**src/rtl/bch15_pkg.sv**
```systemverilog
package bch15_pkg;

    localparam int CW_W   = 15;
    localparam int MSG_W  = 5;
    localparam int PAR_W  = CW_W - MSG_W;
    localparam int MAX_T  = 3;
    localparam int CNT_W  = $clog2(MAX_T + 1);
    localparam int SW_W   = $clog2(PAR_W + 1);
    localparam int N_PAIR = MSG_W * (MSG_W - 1) / 2;
    localparam int N_TRIP = MSG_W * (MSG_W - 1) * (MSG_W - 2) / 6;
    localparam int TBL_N  = MSG_W + N_PAIR + N_TRIP;

    typedef logic [CW_W-1:0]  word_t;
    typedef logic [PAR_W-1:0] syn_t;
    typedef logic [CNT_W-1:0] cnt_t;
    typedef logic [SW_W-1:0]  sw_t;

    typedef enum logic [1:0] {
        ST_CLEAN  = 2'd0,
        ST_FIXED  = 2'd1,
        ST_UNCORR = 2'd2
    } status_e;

    // One table row: syndrome of a message-field error pattern.
    typedef struct packed {
        syn_t  syn;
        word_t err;
        cnt_t  nbits;
    } entry_t;

    typedef entry_t [TBL_N-1:0] table_t;

    // Parity contribution of each message bit; index 0 is bit 1.
    localparam logic [MSG_W-1:0][PAR_W-1:0] PAR_ROWS = {
        10'b1101100101,
        10'b0110101111,
        10'b1101011110,
        10'b0111011001,
        10'b1110110010
    };

    function automatic syn_t calc_syndrome(word_t w);
        syn_t s;
        s = w[PAR_W-1:0];
        for (int m = 0; m < MSG_W; m++) begin
            if (w[CW_W-1-m]) s = s ^ PAR_ROWS[m];
        end
        return s;
    endfunction

    function automatic word_t msg_bit(int m);
        word_t w;
        w = '0;
        w[CW_W-1-m] = 1'b1;
        return w;
    endfunction

    function automatic entry_t mk_entry(word_t e, int n);
        entry_t r;
        r.err   = e;
        r.syn   = calc_syndrome(e);
        r.nbits = cnt_t'(n);
        return r;
    endfunction

    // Rows ordered by pattern weight, then lexicographically by bit index.
    function automatic table_t build_table();
        table_t t;
        int idx;
        idx = 0;
        for (int a = 0; a < MSG_W; a++) begin
            t[idx] = mk_entry(msg_bit(a), 1);
            idx++;
        end
        for (int a = 0; a < MSG_W; a++) begin
            for (int b = a + 1; b < MSG_W; b++) begin
                t[idx] = mk_entry(msg_bit(a) | msg_bit(b), 2);
                idx++;
            end
        end
        for (int a = 0; a < MSG_W; a++) begin
            for (int b = a + 1; b < MSG_W; b++) begin
                for (int c = b + 1; c < MSG_W; c++) begin
                    t[idx] = mk_entry(msg_bit(a) | msg_bit(b) | msg_bit(c), 3);
                    idx++;
                end
            end
        end
        return t;
    endfunction

    localparam table_t LUT = build_table();

endpackage

```
**src/rtl/bch15_syndrome.sv**
```systemverilog
module bch15_syndrome
    import bch15_pkg::*;
(
    input  word_t rx,
    output syn_t  syn,
    output sw_t   syn_wt
);
    always_comb begin
        syn    = calc_syndrome(rx);
        syn_wt = sw_t'($countones(syn));
    end
endmodule

```
**src/rtl/bch15_diff_bank.sv**
```systemverilog
module bch15_diff_bank
    import bch15_pkg::*;
(
    input  syn_t                         syn,
    output logic [TBL_N-1:0][CNT_W-1:0] dwt
);
    for (genvar i = 0; i < TBL_N; i++) begin : g_row
        syn_t diff;
        sw_t  w;
        assign diff = syn ^ LUT[i].syn;
        assign w    = sw_t'($countones(diff));
        // Saturate: anything above MAX_T can never qualify.
        assign dwt[i] = (w > sw_t'(MAX_T)) ? cnt_t'(MAX_T) : w[CNT_W-1:0];
    end
endmodule

```
**src/rtl/bch15_select.sv**
```systemverilog
module bch15_select
    import bch15_pkg::*;
(
    input  syn_t                         syn,
    input  logic [TBL_N-1:0][CNT_W-1:0] dwt,
    output logic                         hit,
    output word_t                        corr
);
    logic [TBL_N-1:0] qual;

    for (genvar i = 0; i < TBL_N; i++) begin : g_qual
        logic [CNT_W:0] budget;
        assign budget  = {1'b0, dwt[i]} + {1'b0, LUT[i].nbits};
        assign qual[i] = (budget <= (CNT_W+1)'(MAX_T));
    end

    // Scan from the top so the lowest qualifying index wins.
    always_comb begin
        hit  = 1'b0;
        corr = '0;
        for (int i = TBL_N - 1; i >= 0; i--) begin
            if (qual[i]) begin
                hit  = 1'b1;
                corr = LUT[i].err ^ {{MSG_W{1'b0}}, syn ^ LUT[i].syn};
            end
        end
    end
endmodule

```
**src/rtl/bch15_lut_decoder.sv**
```systemverilog
module bch15_lut_decoder
    import bch15_pkg::*;
(
    input  logic             clk,
    input  logic             rst,
    input  logic             in_valid,
    input  logic [14:0]      in_word,
    output logic             out_valid,
    output logic [14:0]      out_word,
    output logic [4:0]       out_msg,
    output logic [1:0]       out_nerr,
    output logic [1:0]       out_status
);
    typedef struct packed {
        logic  vld;
        word_t rx;
        syn_t  syn;
        sw_t   wt;
    } s1_t;

    syn_t                         syn_c;
    sw_t                          wt_c;
    logic [TBL_N-1:0][CNT_W-1:0]  dwt_c;
    s1_t                          s1_q;
    logic [TBL_N-1:0][CNT_W-1:0]  dwt_q;

    bch15_syndrome u_syn (
        .rx     (in_word),
        .syn    (syn_c),
        .syn_wt (wt_c)
    );

    bch15_diff_bank u_bank (
        .syn (syn_c),
        .dwt (dwt_c)
    );

    // Stage 1: syndrome, its weight and the difference weights.
    always_ff @(posedge clk) begin
        if (rst) begin
            s1_q  <= '0;
            dwt_q <= '0;
        end else begin
            s1_q.vld <= in_valid;
            s1_q.rx  <= in_word;
            s1_q.syn <= syn_c;
            s1_q.wt  <= wt_c;
            dwt_q    <= dwt_c;
        end
    end

    logic    hit;
    word_t   tbl_corr;
    word_t   corr;
    status_e st;

    bch15_select u_sel (
        .syn  (s1_q.syn),
        .dwt  (dwt_q),
        .hit  (hit),
        .corr (tbl_corr)
    );

    always_comb begin
        if (s1_q.wt == '0) begin
            corr = '0;
            st   = ST_CLEAN;
        end else if (s1_q.wt <= sw_t'(MAX_T)) begin
            corr = {{MSG_W{1'b0}}, s1_q.syn};
            st   = ST_FIXED;
        end else if (hit) begin
            corr = tbl_corr;
            st   = ST_FIXED;
        end else begin
            corr = '0;
            st   = ST_UNCORR;
        end
    end

    // Stage 2: corrected word and status.
    always_ff @(posedge clk) begin
        if (rst) begin
            out_valid  <= 1'b0;
            out_word   <= '0;
            out_msg    <= '0;
            out_nerr   <= '0;
            out_status <= ST_CLEAN;
        end else begin
            out_valid  <= s1_q.vld;
            out_word   <= s1_q.rx ^ corr;
            out_msg    <= s1_q.rx[CW_W-1:PAR_W] ^ corr[CW_W-1:PAR_W];
            out_nerr   <= cnt_t'($countones(corr));
            out_status <= st;
        end
    end

endmodule

```
**config.mk**
```make
export PLATFORM = sky130hd
export DESIGN_NAME = bch15_lut_decoder
export DESIGN_NICKNAME = d
export VERILOG_FILES = /design/src/rtl/bch15_pkg.sv /design/src/rtl/bch15_syndrome.sv /design/src/rtl/bch15_diff_bank.sv /design/src/rtl/bch15_select.sv /design/src/rtl/bch15_lut_decoder.sv
export SDC_FILE = /design/constraint.sdc
export NUM_CORES = 1
export LEC_CHECK = 0
export ABC_AREA = 1
export BUFFER_PORTS_ARGS = -buffer_cell sky130_fd_sc_hd__buf_2
export CORE_UTILIZATION = 25
export CTS_CLUSTER_DIAMETER = 100
export CTS_CLUSTER_SIZE = 20
export DETAILED_ROUTE_END_ITERATION = 12
export GPL_TIMING_DRIVEN = 0
export PLACE_DENSITY = 0.47
export SYNTH_ARGS = -nofsm -noshare
export SYNTH_HDL_FRONTEND = slang
export SYNTH_HIERARCHICAL = 1
export SYNTH_SLANG_ARGS = --single-unit
```
**constraint.sdc**
```tcl
create_clock -name clk -period 8.5 [get_ports clk]
set_clock_uncertainty 0.05 [all_clocks]
set_input_delay 1.275 -clock clk [delete_from_list [all_inputs] [get_ports clk]]
set_output_delay 1.275 -clock clk [all_outputs]
set_load 0.005 [all_outputs]
```
Yosys cells after proc, flatten, opt, wreduce, memory -nomap -nowiden --
Index checks and enable logic that the tools add are counted.
Storage, ports and cells: bits of input ports 18, register bits 105
Operators by class: reductions and logical operators 3, $add $sub $neg 245, bitwise logic cells 57, magnitude comparators 51, muxes and demuxes 85
Operator list (number):
- $add A4 B4 Y4 | 103
- $mux W15 | 24
- $add A1 B1 Y2 | 110
- $not A5 Y5 | 24
- $not A6 Y6 | 17
- $gt A4 B2 Y1 const B | 25
- $le A3 B2 Y1 const B | 25
- $add A2 B2 Y3 const B | 20
- $mux W2 | 26
- $mux W14 | 3
- $not A7 Y7 | 6
- $not A4 Y4 | 8
- $mux W10 | 3
- $mux W1 | 26
- $mux W9 | 2
- $add A2 B1 Y3 const B | 5
- $xor A15 B15 Y15 | 1
- $mux W13 | 1
- $add A2 B2 Y2 | 6
- $xor A5 B5 Y5 | 1
- $le A4 B2 Y1 const B | 1
- $logic_not A4 Y1 | 1
- $reduce_or A3 Y1 | 1
- $add A2 B1 Y2 | 1
- $reduce_or A2 Y1 | 1

Depth between registers and ports, before layout --
Gate-level depths: netlist of run 1.
depth after elaboration 34, mapped depth 42

Hierarchy --
The synthesis of run 1 kept the hierarchy.
By module, submodules not included:
- bch15_diff_bank | sequential area each 0.0 um^2, cells each 645, times used 1, area an instance 5933.2 um^2
- bch15_lut_decoder | sequential area each 2001.9 um^2, cells each 433, times used 1, area an instance 3564.7 um^2
- bch15_select | sequential area each 0.0 um^2, cells each 363, times used 1, area an instance 1717.9 um^2
- bch15_syndrome | sequential area each 0.0 um^2, cells each 79, times used 1, area an instance 618.1 um^2

Worst setup path before layout of run 1 --
Ideal clock, no wire load.
path type input to register, start input port in_word[12], end register dwt_q[21] (netlist bit), data arrival time 6.524 ns, stages 16, setup slack 1.860 ns, data required time 8.385 ns, buffers on the path 1, cell sequence buf_6 -> xnor2_1 -> xnor2_1 -> inv_1 -> ha_1 -> inv_1 -> fa_1 -> inv_1 -> fa_1 -> fa_1 -> inv_1 -> fa_1 -> or2_2 -> nand4_1 -> inv_1 -> nor2_1
RTL lines:
- start: declaration | RTL line bch15_lut_decoder.sv:7 | input logic [14:0] in_word,
- end signal: assignment | RTL line bch15_lut_decoder.sv:48 | dwt_q <= dwt_c;
- end: declaration | RTL line bch15_lut_decoder.sv:25 | logic [TBL_N-1:0][CNT_W-1:0] dwt_q;

==> metrics.csv, run 1 <==
metric,value,unit
status,"finished, final reports clean",
initial antenna violation count,0,
"commonest non-fill, non-tap cell in the layout",inv_1,
worst-path cell chain,buf_2 > buf_6 > inv_1 > nand2_1 > nand2_2 > nand2_1 > nand3_1 > nand2_1 > inv_1 > inv_1 > ha_1 > inv_1 > fa_1 > inv_1 > fa_1 > fa_1 > inv_1 > fa_1 > or2_2 > nand4_1 > inv_1 > nor2_1,
FF+latch area,1802,um^2
"Max FO, Critical Path",18,
Die H,216.1,um
clock tree buffer depth,2,
Non-Filler Instances,2133,
Tmin final,6471,ps
YS warnings,6,
WL/cell,13.43,um
clock sinks,90,
"Hold Vio Cnt, Final",0,
Final Cycle Share,0.7613,
Worst Setup End Kind,flip-flop,
layout cells sized above 1,0.09459,
Post-CTS Setup Bufs,0,
core area,45280,um^2
Worst Tran Pin Value,1298,ps
Critical Path Stages,22,
ANT nets after route,0,
met2 Use GR,0.2255,
Routability Congestion,0.8315,
most used routing layer,met2,
Total GRT Usage,0.1290,
largest net degree at the start of global routing,19,
multi-input logic area,8075,um^2
WL final,28650,um
Crit path max-delay family,buffers and inverters,
FF-to-FF path depth,35,
first-pass GRT wire length,47520,um
"commonest cells after routing, fill and taps aside","inv_1, nand2_1, fa_1",
Worst path slowest cell,inv_1,
worst hold-check path type,reg -> reg,
Mapped Cells,1470,
Placed Cells,2117,
Syn Std Cell Area,11460,um^2
syn_area_per_cell,7.797,um^2
CTS root buf,clkbuf_16,
Ant. Diodes,0,
Rel. slew slack,0.1339,
number of global-route vias before repair,9067,
Final setup viols,0,
post-synth net total,1757,
nets@finish,1815,
Die X,216.1,um
DP HPWL,23900,um
Max Cap Viol,0,
met3 Use GR,0.008561,
CP arrival,6700,ps
"Top cell by count, worst path",inv_1,
TritonCTS clock tree,yes,
Vias,8867,
vias per cell,4.157,
Row Count,78,
clock latency on the worst-skew pair,360,ps
DIE AREA,46700,um^2
htree depth,3,
DRC violations left,0,
critical path type,in -> reg,
WHS Path Cells,2,
# IOs,43,
DRT iter0 DRCs,419,
number of gates resized after cts,0,
crit-path max cell delay,920,ps
final hold slack,358.0,ps
Post-CTS Hold Buffers,0,
Fillers,4905,
CTS buffer count,9,
"Reg clk slew, reported paths",70,ps
Starting Density,0.2531,
Fmax achieved,154.5,MHz
RSZ-0062 raised after global routing,no,
GRT overflow,0,
met1 GRT Util,0.1715,
Area growth syn-to-layout,12.41,%
Worst EP required,8730,ps
I/O Buffers,41,
DR pass1 iterations,6,
Critical Path Start Type,input pin,
Buffers & Inverters on Critical Path,9,
"Slew Viols, Final",0,
[tightest hold or removal path: stages (launching register included)]
cell and delay, ps:
dfxtp_1 300, inv_1 40, nor2_1 30
[path summary, 6_finish.rpt]
| path | from | end | slack, ps |
|---|---|---|---|
| worst min-delay path | s1_q[29] | out_valid | 360 |
| worst max-delay path | in_word[13] | dwt_q[21] | 2030 |
| worst max register to register | dwt_q[47] | out_nerr[1] | 3110 |
| worst min register to register | s1_q[29] | out_valid | 360 |
[sequential cells by signal, summed over array words and instances (netlist names)]
register / flops
dwt_q: 40
out_nerr: 2
out_status: 2
out_valid: 1
out_word: 15
s1_q: 30
[metrics by stage]
stage	cell area, um^2	util	TNS, ps	setup slack, ps
6_report	12880	0.2845	0	2029
5_1_grt	12880	0.2845	0	1527
4_1_cts	12880	0.2845	0	1922
3_5_place_dp	12570	0.2776	0	1534
3_3_place_gp	12420	0.2742	-3302	-780.0
2_1_floorplan	11460	-	0	1878
[cell type report]
| class | count | area share |
|---|---|---|
| repair buffers | 47 | 0.02399 |
| clock buffers | 9 | 0.01748 |
| well taps | 600 | 0.05827 |
| clock inverters | 7 | 0.006895 |
| flip-flops and latches | 90 | 0.1398 |
| multi-input cells | 974 | 0.6268 |
| plain buffers | 33 | 0.01748 |
| inverters | 373 | 0.1093 |
[metal layers]
layer | wire, um | share of wire
met2 | 13880 | 0.48
met5 | 0 | 0
met1 | 13740 | 0.48
met3 | 614 | 0.021
met4 | 408 | 0.014
Power of run 1 is left out: the tool's default activity adds up to more than one toggle a clock period on the data nets, which glitch-free logic cannot reach.
==> run 2, diff against run 1 <==
==> constraint.sdc (replaced) <==
create_clock -name clk -period 6.5 [get_ports clk]
set_clock_uncertainty 0.05 [all_clocks]
set_input_delay 0.975 -clock clk [delete_from_list [all_inputs] [get_ports clk]]
set_output_delay 0.975 -clock clk [all_outputs]
set_load 0.005 [all_outputs]
==> metrics.csv, run 2 (synthesis results as in run 1) <==
metric,value,unit,change
Final Cycle Share,0.8820,,
clock sinks,90,,unchanged
Critical Path Start Type,input pin,,
initial antenna violation count,0,,unchanged
number of global-route vias before repair,9067,,unchanged
I/O Buffers,41,,unchanged
Worst EP required,6730,ps,-2000 ps
Fillers,4906,,+0.020%
Reg with most FFs,dwt_q,,
DRC violations left,0,,unchanged
status,"finished, final reports clean",,
vias per cell,4.161,,+0.10%
Routability Congestion,0.8315,,unchanged
clock latency on the worst-skew pair,360,ps,about the same
Fmax achieved,174.4,MHz,
ANT nets after route,0,,unchanged
TritonCTS clock tree,yes,,
Largest regs,"dwt_q x40, s1_q x30, out_word x15",,
Area growth syn-to-layout,12.45,%,about the same
Row Count,78,,unchanged
"Max FO, Critical Path",13,,-5
DP HPWL,23900,um,unchanged
RSZ-0062 raised after global routing,no,,
DRT iter0 DRCs,421,,+0.48%
"Slew Viols, Final",0,,unchanged
Post-CTS Hold Buffers,0,,unchanged
core area,45280,um^2,unchanged
# IOs,43,,unchanged
"Reg clk slew, reported paths",70,ps,about the same
CTS buffer count,9,,unchanged
Die X,216.1,um,unchanged
Vias,8876,,+0.10%
"Hold Vio Cnt, Final",0,,unchanged
Rel. slew slack,0.1925,,+0.05863
multi-input logic area,8075,um^2,unchanged
htree depth,3,,unchanged
Starting Density,0.2531,,unchanged
largest net degree at the start of global routing,19,,unchanged
max FFs per register,40,,unchanged
Max Cap Viol,0,,unchanged
WL final,28650,um,unchanged
CP arrival,5970,ps,-730 ps
Worst Setup End Kind,flip-flop,,
FF+latch area,1802,um^2,unchanged
DR pass1 iterations,6,,unchanged
first-pass GRT wire length,47520,um,unchanged
clock tree buffer depth,2,,unchanged
Worst Tran Pin Value,1210,ps,-87.85 ps
layout cells sized above 1,0.09524,,+0.0006523
GRT overflow,0,,unchanged
critical path type,in -> reg,,
Tmin final,5733,ps,
DIE AREA,46700,um^2,unchanged
WL/cell,13.43,um,unchanged
Final setup viols,0,,unchanged
final hold slack,358.0,ps,unchanged
"commonest non-fill, non-tap cell in the layout",inv_1,,
worst hold-check path type,reg -> reg,,
Ant. Diodes,0,,unchanged
nets@finish,1815,,unchanged
"commonest cells after routing, fill and taps aside","inv_1, nand2_1, fa_1",,
Total GRT Usage,0.1290,,unchanged
Die H,216.1,um,unchanged
CTS root buf,clkbuf_16,,
run 2: path summary, 6_finish.rpt:
path | start | endpoint | slack, ps | cells past startpoint
max | in_word[10] | dwt_q[29] | 770 | 15
min | s1_q[29] | out_valid | 360 | 2
max reg2reg | dwt_q[47] | out_nerr[1] | 1110 | 35
min reg2reg | s1_q[29] | out_valid | 360 | 2
run 2: critical path, cell delays in order:
cell and delay (ps):
buf_2 110, buf_6 130, xnor2_2 260, xnor2_1 110
inv_1 590, inv_1 670, ha_1 700, fa_1 550
fa_1 510, fa_1 430, fa_1 400, or2_2 300
nand4_1 90, inv_1 40, nor2_1 70
run 2: through the flow:
step             util  setup slack [ps]  setup TNS, ps  std cells  instance area, um^2
6_report       0.2846             766.7              0       2133                12890
3_3_place_gp   0.2742             -2480         -48140       2111                12420
2_1_floorplan       -             178.0              0       1470                11460
3_5_place_dp   0.2776            -166.1         -303.0       2117                12570
4_1_cts        0.2845             222.4              0       2133                12880
5_1_grt        0.2846             366.0              0       2133                12890
run 2: area by class of cell:
cell class,count,area share
multi-input combinational,974,0.6266
clock inverter,7,0.006893
inverter,373,0.1095
timing repair buffer,47,0.02398
sequential,90,0.1398
buffer,33,0.01748
tap,600,0.05825
clock buffer,9,0.01748
run 2: layer usage:
layer / vias to the layer above / wire length (um) / part of all wire / global-route usage
li1: 4503 / - / - / -
met1: 4215 / 13730 / 0.48 / 0.1715
met2: 132 / 13880 / 0.48 / 0.2255
met3: 26 / 626 / 0.022 / 0.008561
met4: 0 / 407 / 0.014 / 0.03380
met5: - / 0 / 0 / 0
run 2: repair_timing:
item	4_1_cts	5_1_grt
setup buffers	0	0
resized for setup	0	1
setup endpoints to repair	0	2
Power of run 2 is left out for the same reason.
==> run 3, diff against run 2 <==
--- a/config.mk
+++ b/config.mk
@@ -5,15 +5,13 @@
 export SDC_FILE = /design/constraint.sdc
 export NUM_CORES = 1
 export LEC_CHECK = 0
-export ABC_AREA = 1
 export BUFFER_PORTS_ARGS = -buffer_cell sky130_fd_sc_hd__buf_2
-export CORE_UTILIZATION = 25
+export CORE_UTILIZATION = 40
 export CTS_CLUSTER_DIAMETER = 100
 export CTS_CLUSTER_SIZE = 20
 export DETAILED_ROUTE_END_ITERATION = 12
 export GPL_TIMING_DRIVEN = 0
-export PLACE_DENSITY = 0.47
+export PLACE_DENSITY = 0.64
 export SYNTH_ARGS = -nofsm -noshare
 export SYNTH_HDL_FRONTEND = slang
-export SYNTH_HIERARCHICAL = 1
 export SYNTH_SLANG_ARGS = --single-unit
==> metrics.csv, run 3 <==
metric,value,unit,change
TritonCTS clock tree,yes,,
clock sinks,90,,unchanged
Rel. slew slack,0.3873,,+0.1947
Die X,160.4,um,-26%
CTS buffer count,9,,unchanged
setup TNS,0,ps,unchanged
first-pass GRT wire length,43360,um,-8.8%
Fmax achieved,165.5,MHz,-5.1%
initial antenna violation count,1,,+1
max FFs per register,40,,unchanged
Final setup viols,0,,unchanged
DIE AREA,25730,um^2,-45%
"Hold Vio Cnt, Final",0,,unchanged
Die H,160.4,um,-26%
"commonest cells after routing, fill and taps aside","inv_1, fa_1, dfxtp_1",,
Post-synth EDFFs,0,,
htree depth,3,,unchanged
Starting Density,0.4103,,+0.1572
"Max FO, Critical Path",8,,-5
Final Cycle Share,0.9295,,+0.04744
YS warnings,0,,-6
Area growth syn-to-layout,10.17,%,
Routability Congestion,0.9266,,+11%
status,"finished, final reports clean",,
DRT iter0 DRCs,620,,+47%
DRC violations left,0,,unchanged
Vias,7986,,-10%
syn_area_per_cell,9.157,um^2,+17%
Critical Path Start Type,input pin,,
Total GRT Usage,0.2210,,+0.09197
WL final,27490,um,-4.0%
Worst EP required,6610,ps,-120 ps
"Slew Viols, Final",0,,unchanged
layout cells sized above 1,0.08778,,-0.007458
"commonest non-fill, non-tap cell in the layout",inv_1,,
Row Count,57,,-27%
most common cell in the netlist,inv_1,,
Post-synth ARST share,0,,
RSZ-0062 raised after global routing,no,,
ANT nets after route,0,,unchanged
I/O Buffers,40,,-2.4%
Max Cap Viol,0,,unchanged
synth cell count leaders,"inv_1, fa_1, dfxtp_1",,
Tmin final,6042,ps,+308.4 ps
clock latency on the worst-skew pair,350,ps,about the same
Ant. Diodes,0,,unchanged
Reg with most FFs,dwt_q,,
CTS root buf,clkbuf_16,,
critical path type,in -> reg,,
vias per cell,5.374,,+29%
WL/cell,18.50,um,+38%
core area,24460,um^2,-46%
CP arrival,6150,ps,+180 ps
Worst Setup End Kind,flip-flop,,
post-synth net total,1344,,-24%
DP HPWL,22250,um,-6.9%
# IOs,43,,unchanged
"FF+latch count, synth",90,,
dominant synthesized flop cell,dfxtp_1,,
Post-CTS Hold Buffers,0,,unchanged
register area share after synthesis,0.1795,,
Syn Std Cell Area,10040,um^2,-12%
DR pass1 iterations,7,,+1
Largest regs,"dwt_q x40, s1_q x30, out_word x15",,
synth top area cells,"fa_1, dfxtp_1, ha_1",,
Mapped Cells,1096,,-25%
"Reg clk slew, reported paths",70,ps,about the same
nets@finish,1405,,-23%
Synth area leader,fa_1,,
unique cell type count in the Yosys netlist,67,,
Worst Tran Pin Value,918.1,ps,-291.8 ps
Fillers,2403,,-51%
clock tree buffer depth,2,,unchanged
number of global-route vias before repair,7854,,-13%
worst hold-check path type,reg -> reg,,
largest net degree at the start of global routing,18,,-1
final hold slack,393.4,ps,+35.46 ps
post-synth top area share,0.3072,,
GRT overflow,0,,unchanged
## run 3: logic make-up after synthesis
kind of cell,synth area share
AOI/OAI and AO/OA,0.1345
DFF,0.1795
muxes,0.01970
adders and majority gates,0.4019
and+or+nand+nor,0.1456
xor gates and xnor gates,0.03404
buffers and inverters,0.08465
## run 3: area by class of cell
class / instances / area [um^2] / share of cell area
clock buffer: 10 / 239.0 / 0.02161
timing repair buffer: 50 / 287.8 / 0.02603
sequential: 90 / 1802 / 0.1630
buffer: 38 / 173.9 / 0.01573
tap: 324 / 405.4 / 0.03666
inverter: 180 / 683.2 / 0.06179
clock inverter: 6 / 71.32 / 0.006450
multi-input combinational: 788 / 7395 / 0.6688
## run 3: critical path: stages
cell,delay [ps]
clkbuf_1,260
xor2_1,390
xnor2_1,240
xor2_1,440
inv_1,130
ha_2,630
clkinvlp_4,250
buf_4,240
fa_1,670
fa_1,470
fa_1,420
fa_1,410
nor3_1,220
mux2i_1,100
nor2_1,150
a21oi_1,150
## run 3: path summary, 6_finish.rpt
path              slack [ps]          end         from  depth (start not counted)
setup / recovery         460    dwt_q[41]  in_word[12]                         16
hold / removal           390    out_valid     s1_q[29]                          1
setup reg to reg        1090  out_nerr[1]    dwt_q[43]                         16
hold reg to reg          390    out_valid     s1_q[29]                          1
## run 3: layer usage
metal	up-vias	track usage	routed length, um
met5	-	0	9
met4	2	0.07359	759
met3	48	0.02583	1507
met2	278	0.3623	13090
met1	3927	0.3029	12130
li1	3731	-	-
## run 3: stage by stage
step	setup WS, ps	cell area [um^2]	utilization	cells
2_1_floorplan	549.2	10040	-	1096
3_3_place_gp	-555.0	10640	0.4350	1460
3_5_place_dp	-588.2	10640	0.4350	1460
4_1_cts	66.56	10990	0.4491	1478
5_1_grt	123.4	11060	0.4520	1486
6_report	458.3	11060	0.4520	1486
## run 3: repair_timing
item	4_1_cts	5_1_grt
gates resized for setup	2	4
setup endpoints to repair	4	22
endpoints found under the hold margin	0	0
buffers inserted	2	8
Power of run 3 is left out for the same reason.
